<file path="config.mk">
export PLATFORM = sky130hd
export DESIGN_NAME = eagu_top
export DESIGN_NICKNAME = d
export VERILOG_FILES = /design/src/rtl/eagu_pkg.sv /design/src/rtl/eagu_ext.sv /design/src/rtl/eagu_step.sv /design/src/rtl/eagu_calc.sv /design/src/rtl/eagu_top.sv
export SDC_FILE = /design/constraint.sdc
export NUM_CORES = 1
export LEC_CHECK = 0
export BUFFER_PORTS_ARGS = -buffer_cell sky130_fd_sc_hd__buf_2
export CAP_MARGIN = 20
export CORE_AREA = 2 2 205 126
export DETAILED_ROUTE_END_ITERATION = 10
export DIE_AREA = 0 0 207 128
export GPL_ROUTABILITY_DRIVEN = 0
export PLACE_DENSITY = 0.7
export SLEW_MARGIN = 20
export SYNTH_ARGS = -nofsm -noshare
export SYNTH_HDL_FRONTEND = slang
export SYNTH_SLANG_ARGS = --single-unit
</file>
<file path="constraint.sdc">
create_clock -name clk -period 0.95 [get_ports clk]
set_input_delay 0.0475 -clock clk [delete_from_list [all_inputs] [get_ports clk]]
set_output_delay 0.0475 -clock clk [all_outputs]
set_load 0.02 [all_outputs]
</file>
<file path="src/rtl/eagu_pkg.sv">
package eagu_pkg;
   typedef enum logic [2:0] {
      EA_IMM  = 3'd0,
      EA_REG  = 3'd1,
      EA_ABS  = 3'd2,
      EA_REL  = 3'd3,
      EA_IDX  = 3'd4,
      EA_BIX  = 3'd5,
      EA_AINC = 3'd6,
      EA_ADEC = 3'd7
   } ea_mode_e;

   typedef enum logic [1:0] {
      SZ_BYTE = 2'd0,
      SZ_HALF = 2'd1,
      SZ_WORD = 2'd2,
      SZ_RSVD = 2'd3
   } ea_size_e;
endpackage

</file>
<file path="src/rtl/eagu_ext.sv">
module eagu_ext #(
   parameter int IN_W  = 14,
   parameter int OUT_W = 32
) (
   input  logic [IN_W-1:0]  fld,
   output logic [OUT_W-1:0] sx,
   output logic [OUT_W-1:0] zx
);
   localparam int PAD_W = OUT_W - IN_W;

   if (IN_W > OUT_W) begin : g_bad_width
      $error("eagu_ext: field wider than result");
   end

   generate
      if (PAD_W == 0) begin : g_same
         assign sx = fld;
         assign zx = fld;
      end else begin : g_pad
         assign sx = {{PAD_W{fld[IN_W-1]}}, fld};
         assign zx = {{PAD_W{1'b0}}, fld};
      end
   endgenerate
endmodule

</file>
<file path="src/rtl/eagu_step.sv">
module eagu_step #(
   parameter int ADDR_W = 32
) (
   input  logic [1:0]        size_code,
   output logic [ADDR_W-1:0] step
);
   import eagu_pkg::*;

   if (ADDR_W < 3) begin : g_bad_width
      $error("eagu_step: address too narrow for a step of 4");
   end

   always_comb begin
      unique case (ea_size_e'(size_code))
         SZ_BYTE: step = ADDR_W'(1);
         SZ_HALF: step = ADDR_W'(2);
         default: step = ADDR_W'(4);
      endcase
   end
endmodule

</file>
<file path="src/rtl/eagu_calc.sv">
module eagu_calc #(
   parameter int ADDR_W = 32
) (
   input  logic [2:0]        mode,
   input  logic [ADDR_W-1:0] reg_a,
   input  logic [ADDR_W-1:0] reg_b,
   input  logic [ADDR_W-1:0] pc,
   input  logic [ADDR_W-1:0] ofs_s,
   input  logic [ADDR_W-1:0] ofs_z,
   input  logic [ADDR_W-1:0] step,
   output logic [ADDR_W-1:0] value,
   output logic              is_mem,
   output logic              do_wb,
   output logic [ADDR_W-1:0] wb_val
);
   import eagu_pkg::*;

   logic [ADDR_W-1:0] base_sel;
   logic [ADDR_W-1:0] sum_a_ofs;
   logic [ADDR_W-1:0] ptr_up;
   logic [ADDR_W-1:0] ptr_dn;

   assign base_sel  = (ea_mode_e'(mode) == EA_REL) ? pc : reg_a;
   assign sum_a_ofs = base_sel + ofs_s;
   assign ptr_up    = reg_a + step;
   assign ptr_dn    = reg_a - step;

   always_comb begin
      value  = '0;
      is_mem = 1'b1;
      do_wb  = 1'b0;
      wb_val = '0;
      unique case (ea_mode_e'(mode))
         EA_IMM: begin
            value  = ofs_s;
            is_mem = 1'b0;
         end
         EA_REG: begin
            value  = reg_a;
            is_mem = 1'b0;
         end
         EA_ABS:  value = ofs_z;
         EA_REL:  value = sum_a_ofs;
         EA_IDX:  value = sum_a_ofs;
         EA_BIX:  value = sum_a_ofs + reg_b;
         EA_AINC: begin
            value  = reg_a;
            do_wb  = 1'b1;
            wb_val = ptr_up;
         end
         EA_ADEC: begin
            value  = ptr_dn;
            do_wb  = 1'b1;
            wb_val = ptr_dn;
         end
         default: value = '0;
      endcase
   end
endmodule

</file>
<file path="src/rtl/eagu_top.sv">
module eagu_top #(
   parameter int ADDR_W = 32,
   parameter int OFS_W  = 14,
   parameter int IDX_W  = 4
) (
   input  logic              clk,
   input  logic              rst_n,
   input  logic              req_valid,
   input  logic [2:0]        mode,
   input  logic [IDX_W-1:0]  idx_a,
   input  logic [IDX_W-1:0]  idx_b,
   input  logic [OFS_W-1:0]  offset,
   input  logic [ADDR_W-1:0] pc,
   input  logic [1:0]        size_code,
   output logic [IDX_W-1:0]  rf_a_idx,
   input  logic [ADDR_W-1:0] rf_a_data,
   output logic [IDX_W-1:0]  rf_b_idx,
   input  logic [ADDR_W-1:0] rf_b_data,
   output logic              out_valid,
   output logic [ADDR_W-1:0] out_value,
   output logic              out_mem,
   output logic              wb_en,
   output logic [IDX_W-1:0]  wb_idx,
   output logic [ADDR_W-1:0] wb_data
);
   if (OFS_W < 2 || OFS_W > ADDR_W) begin : g_bad_ofs
      $error("eagu_top: OFS_W must lie in 2..ADDR_W");
   end
   if (IDX_W < 1) begin : g_bad_idx
      $error("eagu_top: IDX_W must be at least 1");
   end

   logic [ADDR_W-1:0] ofs_s;
   logic [ADDR_W-1:0] ofs_z;
   logic [ADDR_W-1:0] step;
   logic [ADDR_W-1:0] nx_value;
   logic              nx_mem;
   logic              nx_wb;
   logic [ADDR_W-1:0] nx_wb_val;

   assign rf_a_idx = idx_a;
   assign rf_b_idx = idx_b;

   eagu_ext #(.IN_W(OFS_W), .OUT_W(ADDR_W)) u_ext (
      .fld (offset),
      .sx  (ofs_s),
      .zx  (ofs_z)
   );

   eagu_step #(.ADDR_W(ADDR_W)) u_step (
      .size_code (size_code),
      .step      (step)
   );

   eagu_calc #(.ADDR_W(ADDR_W)) u_calc (
      .mode   (mode),
      .reg_a  (rf_a_data),
      .reg_b  (rf_b_data),
      .pc     (pc),
      .ofs_s  (ofs_s),
      .ofs_z  (ofs_z),
      .step   (step),
      .value  (nx_value),
      .is_mem (nx_mem),
      .do_wb  (nx_wb),
      .wb_val (nx_wb_val)
   );

   always_ff @(posedge clk or negedge rst_n) begin
      if (!rst_n) begin
         out_valid <= 1'b0;
         out_value <= '0;
         out_mem   <= 1'b0;
         wb_en     <= 1'b0;
         wb_idx    <= '0;
         wb_data   <= '0;
      end else begin
         out_valid <= req_valid;
         wb_en     <= req_valid & nx_wb;
         if (req_valid) begin
            out_value <= nx_value;
            out_mem   <= nx_mem;
            wb_idx    <= idx_a;
            wb_data   <= nx_wb_val;
         end
      end
   end
endmodule

</file>
==> After elaboration in Yosys (flattened, before gate mapping) <==
Index checks and enable logic that the tools add are counted.
{ "word_totals": {"reg_bits": 71, "wordCells": 31, "out_inout_bits": 79} }
{ "classes": {"n_mux": 6, "n_eq_ne": 8, "n_addsub": 4, "n_bitwise": 1, "reduce_logical": 6} }
{ "op_table": {"columns": ["op", "n"], "rows": [
  ["32-bit one-hot mux with 6 select lines", 1],
  ["32-bit adder", 2],
  ["32-bit one-hot mux with 2 select lines", 1],
  ["32-bit by 3-bit adder with 32-bit output", 1],
  ["32-bit 2-to-1 mux", 1],
  ["32-bit by 3-bit subtractor with 32-bit output", 1],
  ["3-bit equality test, second input constant", 4],
  ["2-bit OR reduction", 4],
  ["3-bit by 2-bit equality test with 1-bit output, second input constant", 2],
  ["3-bit one-hot mux with 2 select lines", 1],
  ["3-bit by 1-bit equality test with 1-bit output, second input constant", 1],
  ["3-bit zero test", 1],
  ["2-bit by 1-bit equality test with 1-bit output, second input constant", 1],
  ["2-bit zero test", 1],
  ["1-bit 2-to-1 mux", 2],
  ["1-bit bitwise AND", 1]
]} }

==> Longest topological paths before layout <==
{ "logic_depth": {"ltp_word": 5, "mapped_depth": 26} }

==> Hierarchy <==
Synthesis repeated with hierarchy kept, for this count alone.
{ "unflattened": {"hier_cells": 1623, "area_unflattened_um2": 12933.7} }
{ "by_module_without_submodules": {"columns": ["module", "n_inst", "area_each_um2", "cells_each"], "rows": [
  ["eagu_calc", 1, 9183.8, 1368],
  ["eagu_top", 1, 3030.4, 157],
  ["eagu_ext", 1, 484.2, 65],
  ["eagu_step", 1, 235.2, 33]
]} }

==> Worst setup path before layout <==
No wires, ideal clock.
{ "synth_timing": {"path_type": "input port to flip-flop", "start": "input port mode[0]", "end": "register out_value[31]", "path_slack_ns": -4.510, "t_arrival_ns": 5.391, "path_buffers": 3, "stages": 24, "setup_ns": 0.069, "path_cell_list": "clkbuf_1 > nand2_1 > or2_2 > clkbuf_1 > clkbuf_1 > mux2_2 > ha_1 > fa_1 > nand3_1 > a21boi_0 > o21a_1 > o311ai_0 > a21boi_0 > o21ai_0 > nor3b_1 > nor2_1 > ha_1 > a2111o_1 > o21ai_1 > a31oi_2 > a2111oi_2 > nor3b_1 > or4b_1 > nand3_1"} }
{ "synth_between": {"elab_chain_len": 5, "elab_cells_between_ends": 14} }
{ "synth_lines": {"columns": ["element", "line_no", "source"], "rows": [
  ["start, declared", "eagu_top.sv:9", "input logic [2:0] mode,"],
  ["3-bit by 2-bit equality test with 1-bit output", "eagu_calc.sv:23, eagu_calc.sv:33", null],
  ["32-bit 2-to-1 mux", "eagu_calc.sv:23", "assign base_sel = (ea_mode_e'(mode) == EA_REL) ? pc : reg_a;"],
  ["32-bit adder", "eagu_calc.sv:24", "assign sum_a_ofs = base_sel + ofs_s;"],
  ["32-bit adder", "eagu_calc.sv:45", "EA_BIX: value = sum_a_ofs + reg_b;"],
  ["32-bit one-hot mux with 6 select lines *", "eagu_calc.sv:33", "unique case (ea_mode_e'(mode))"],
  ["end signal, assigned", "eagu_top.sv:81", "out_value <= nx_value;"],
  ["end, declared", "eagu_top.sv:20", "output logic [ADDR_W-1:0] out_value,"]
]} }
Every way passes the cells marked *; elsewhere a longest branch is shown, timed or not.
A chain may end at the register's enable or synchronous reset.

==> Final worst setup path <==
Ends and elaborated chain as after synthesis.

==> results.json <==
{
  "outcome": "finished with violations",
  "violations": "negative setup slack",
  "die_w_um": 207,
  "grt_pass1_wl_um": 63900,
  "synth-seq-cells": 71,
  "final_util_pct": 66.7,
  "finalClockSkew_ps": 0,
  "clkSinkCount": 71,
  "synth_compound_area_share_pct": 26.7,
  "antenna_left": 0,
  "path_class": "in2reg",
  "finalHoldViolations": 0,
  "synth_edf_count": 0,
  "antenna_found_initial": 0,
  "firstDrtPassIters": 7,
  "ys_top_cells_by_area": "dfrtp_1, ha_1, xnor2_1",
  "drtIter0Drc": 1616,
  "slew_headroom_pct": 54.9,
  "placement.io_buffers": 196,
  "seq_power_share_pct": 16.0,
  "muxShareOfSynthArea_pct": 5.83,
  "vdd_ir_drop_max_mv": 0.963,
  "syn_to_final_growth_pct": 88.8,
  "grt_max_degree": 39,
  "p_sw_w": 0.0103,
  "place_area_um2": 13000,
  "grt_pass1_vias": 11200,
  "required_ps": 1270,
  "internal_power_w": 0.0130,
  "setup_slack_ps": -3730,
  "rsz0062_at_grt": "true",
  "synth_cells": 1123,
  "overflow": 0,
  "pwr-share-comb_pct": 68.3,
  "power.total_w": 0.0234,
  "post-synth-top-area-cell": "dfrtp_1",
  "fmax_mhz": 214,
  "wl_per_cell_um": 24.1,
  "tightest_slew_ps": 675,
  "fp.dieH_um": 128,
  "cts_buffer_depth": 2,
  "cap_violations": 0,
  "setup_viol_count_final": 114,
  "synth_nets": 1329,
  "routed_via_density": 6.15,
  "holdWs_ps": 95.0,
  "reg2reg_slack_ps": -220,
  "rows": 45,
  "p_clk_share_pct": 15.7,
  "synth_top_area_share_pct": 20.3,
  "async_flop_share_pct": 100,
  "synth_xor_area_share_pct": 9.40,
  "drv_slew": 0,
  "ys_types": 78,
  "grt.total_usage_pct": 31.2,
  "syn_area_per_cell_um2": 7.80,
  "arrival_ps": 4990,
  "p_leak_nw": 7.60,
  "synth-simple-area-share_pct": 19.9,
  "ys_dominant_reg_cell": "dfrtp_1",
  "drive_gt1_share_pct": 59.2,
  "clk_latency_ps": 370,
  "syn-cell-area_um2": 8760,
  "ios": 205,
  "cp-start-kind": "input port",
  "fin_nets": 1929,
  "fillers": 1706,
  "synth_top_family_by_area": "compound AO/OA/AOI/OAI gates",
  "htree_num_levels": 3,
  "cts_root_buffer": "clkbuf_16",
  "num_vias": 12600,
  "dp_hpwl_um": 31500,
  "endpoint_kind": "register",
  "period_share_pct": 492,
  "switching_share_pct": 44.3,
  "drc": 0,
  "seq_area_frac_synth_pct": 20.3,
  "coreArea_um2": 24800,
  "cts.reportedPaths.clkPinSlew_ps": 70,
  "initial_utilization_pct": 35.4,
  "path_max_fanout": 7,
  "stdcell_area_um2": 16500,
  "hp-class": "in2out",
  "wirelength_um": 49500,
  "cts_buffers": 9,
  "p_per_area_nw_per_um2": 1410,
  "die_area_um2": 26500,
  "min_period_ps": 4680,
  "yosysWarningCount": 0,
  "cts_tree": "built",
  "synth_adder_area_share_pct": 11.8
}
-- critical path, stage by stage --
cell       delay (ps)
buf_8              80
nand2_4            50
or2_4             300
buf_12            160
buf_16            140
mux2_4            320
ha_4              260
a2111oi_4         410
nor3_2            100
nand2_1           130
buf_6             120
o211ai_1          130
a31oi_1           240
o21bai_1          120
xor2_1            280
ha_1              340
a21oi_1           260
nor2b_2           100
nor2_2            160
a31oi_4           170
a2111oi_4         420
nor3b_2           100
or4b_1            480
nand3_1            80
-- stage by stage --
stage                     TNS (ps)  worst slack (ps)  cells
final                      -130030             -3730   2058
after global placement     -147830             -4020   1929
after floorplan            -122910             -3820   1123
after global routing       -133830             -3770   2057
after detailed placement   -151940             -4140   1929
after CTS                  -115670             -3380   2005
-- power by group through the flow --
stage	clock network [W]	registers (W)	logic (W)
after global placement	0	0.00367	0.0109
after detailed placement	0	0.00369	0.0111
final	0.00367	0.00373	0.0160
after floorplan	0	0.00414	0.00569
after CTS	0.00362	0.00371	0.0131
after global routing	0.00379	0.00377	0.0166
-- area by class of cell --
cell class	count	area (um^2)	share of cell area, %
inverter	36	159	0.961
tap	329	412	2.49
clock buffer	9	225	1.36
sequential	71	1780	10.7
multi-input combinational	933	8460	51.2
antenna	1	2.50	0.0151
timing repair buffer	672	5430	32.9
clock inverter	7	65.1	0.393
-- Yosys cell counts (all sizes together) (3+ instances only) --
cell and instances:
a21boi 8, a41o 4, inv 36, clkbuf 52, a221o 4, o21bai 8
a211o 3, xnor2 62, and4 4, nand4 14, nand2b 3, nor4 8
or2 3, o22ai 9, o21ai 69, a21oi 99, ha 76, a21o 27
mux2 40, nand3 30, a221oi 20, a31oi 22, fa 4, nor3b 3
a211oi 11, a2111oi 6, or3 12, nor3 22, nor2b 9, or4 3
a311oi 4, o21a 16, and3 9, nand2 80, and2 12, o211ai 12
dfrtp 71, a22oi 11, nor2 138, buf 31, xor2 32, mux2i 6
-- per-layer routing --
metal	GRT usage, %	wire length, um	part of all wire (%)
met1	43.3	19600	39
met2	46.0	20600	42
met3	10.0	6840	14
met4	9.16	2540	5.1
met5	0	0	0
-- placed cells by master (no fill, tap or decap), types with 10 or more instances in the layout --
cell type,synthesis,layout
nand3_1,30,23
o21a_1,16,15
a31oi_1,21,14
xor2_1,32,25
nor3_1,22,10
o21ai_0,64,28
buf_4,12,403
nand2_1,79,66
a21oi_2,1,43
o21ai_2,0,25
ha_1,76,52
nor2_2,2,14
a21o_1,27,27
nor2_1,136,113
buf_6,4,139
mux2_2,40,31
xnor2_1,62,40
buf_2,13,113
inv_1,36,29
nand4_1,14,14
dfrtp_1,71,71
a21oi_4,0,11
ha_4,0,20
o211ai_1,12,12
o21ai_1,5,13
a21oi_1,98,45
nor2_4,0,11
a221oi_2,0,12
xnor2_2,0,16
-- logic make-up after synthesis --
logic type	count (synthesis)
AOI/OAI and AO/OA	357
xor gates and xnor gates	94
adders and majority gates	80
buffers and inverters	119
DFF	71
muxes	46
and+or+nand+nor	356
-- what timing repair did --
| action | in CTS | in global routing |
|---|---|---|
| gates resized for setup | 354 | 178 |
| setup buffers | 64 | 61 |
| gates cloned | 1 | 0 |
| pin swaps | 128 | 117 |
| hold endpoints to repair | 75 | 0 |
| hold buffers | 5 | 0 |
| endpoints found under the setup margin | 131 | 132 |
-- sequential cells by signal, indices dropped and copies added (netlist names) --
register	count
out_value	32
out_valid	1
out_mem	1
wb_en	1
wb_data	32
wb_idx	4
-- final timing paths --
path / start / endpoint / depth (start not counted)
worst max-delay path: mode[0] / out_value[31] / 24
worst min-delay path: idx_b[0] / rf_b_idx[0] / 0
worst max register to register: out_value[31] / out_value[31] / 4
worst min register to register: wb_idx[3] / wb_idx[3] / 1
max in group asynchronous: rst_n / out_value[7] / 3
min in group asynchronous: rst_n / wb_data[14] / 3
Note: power is estimated with default switching activity, not from simulation.
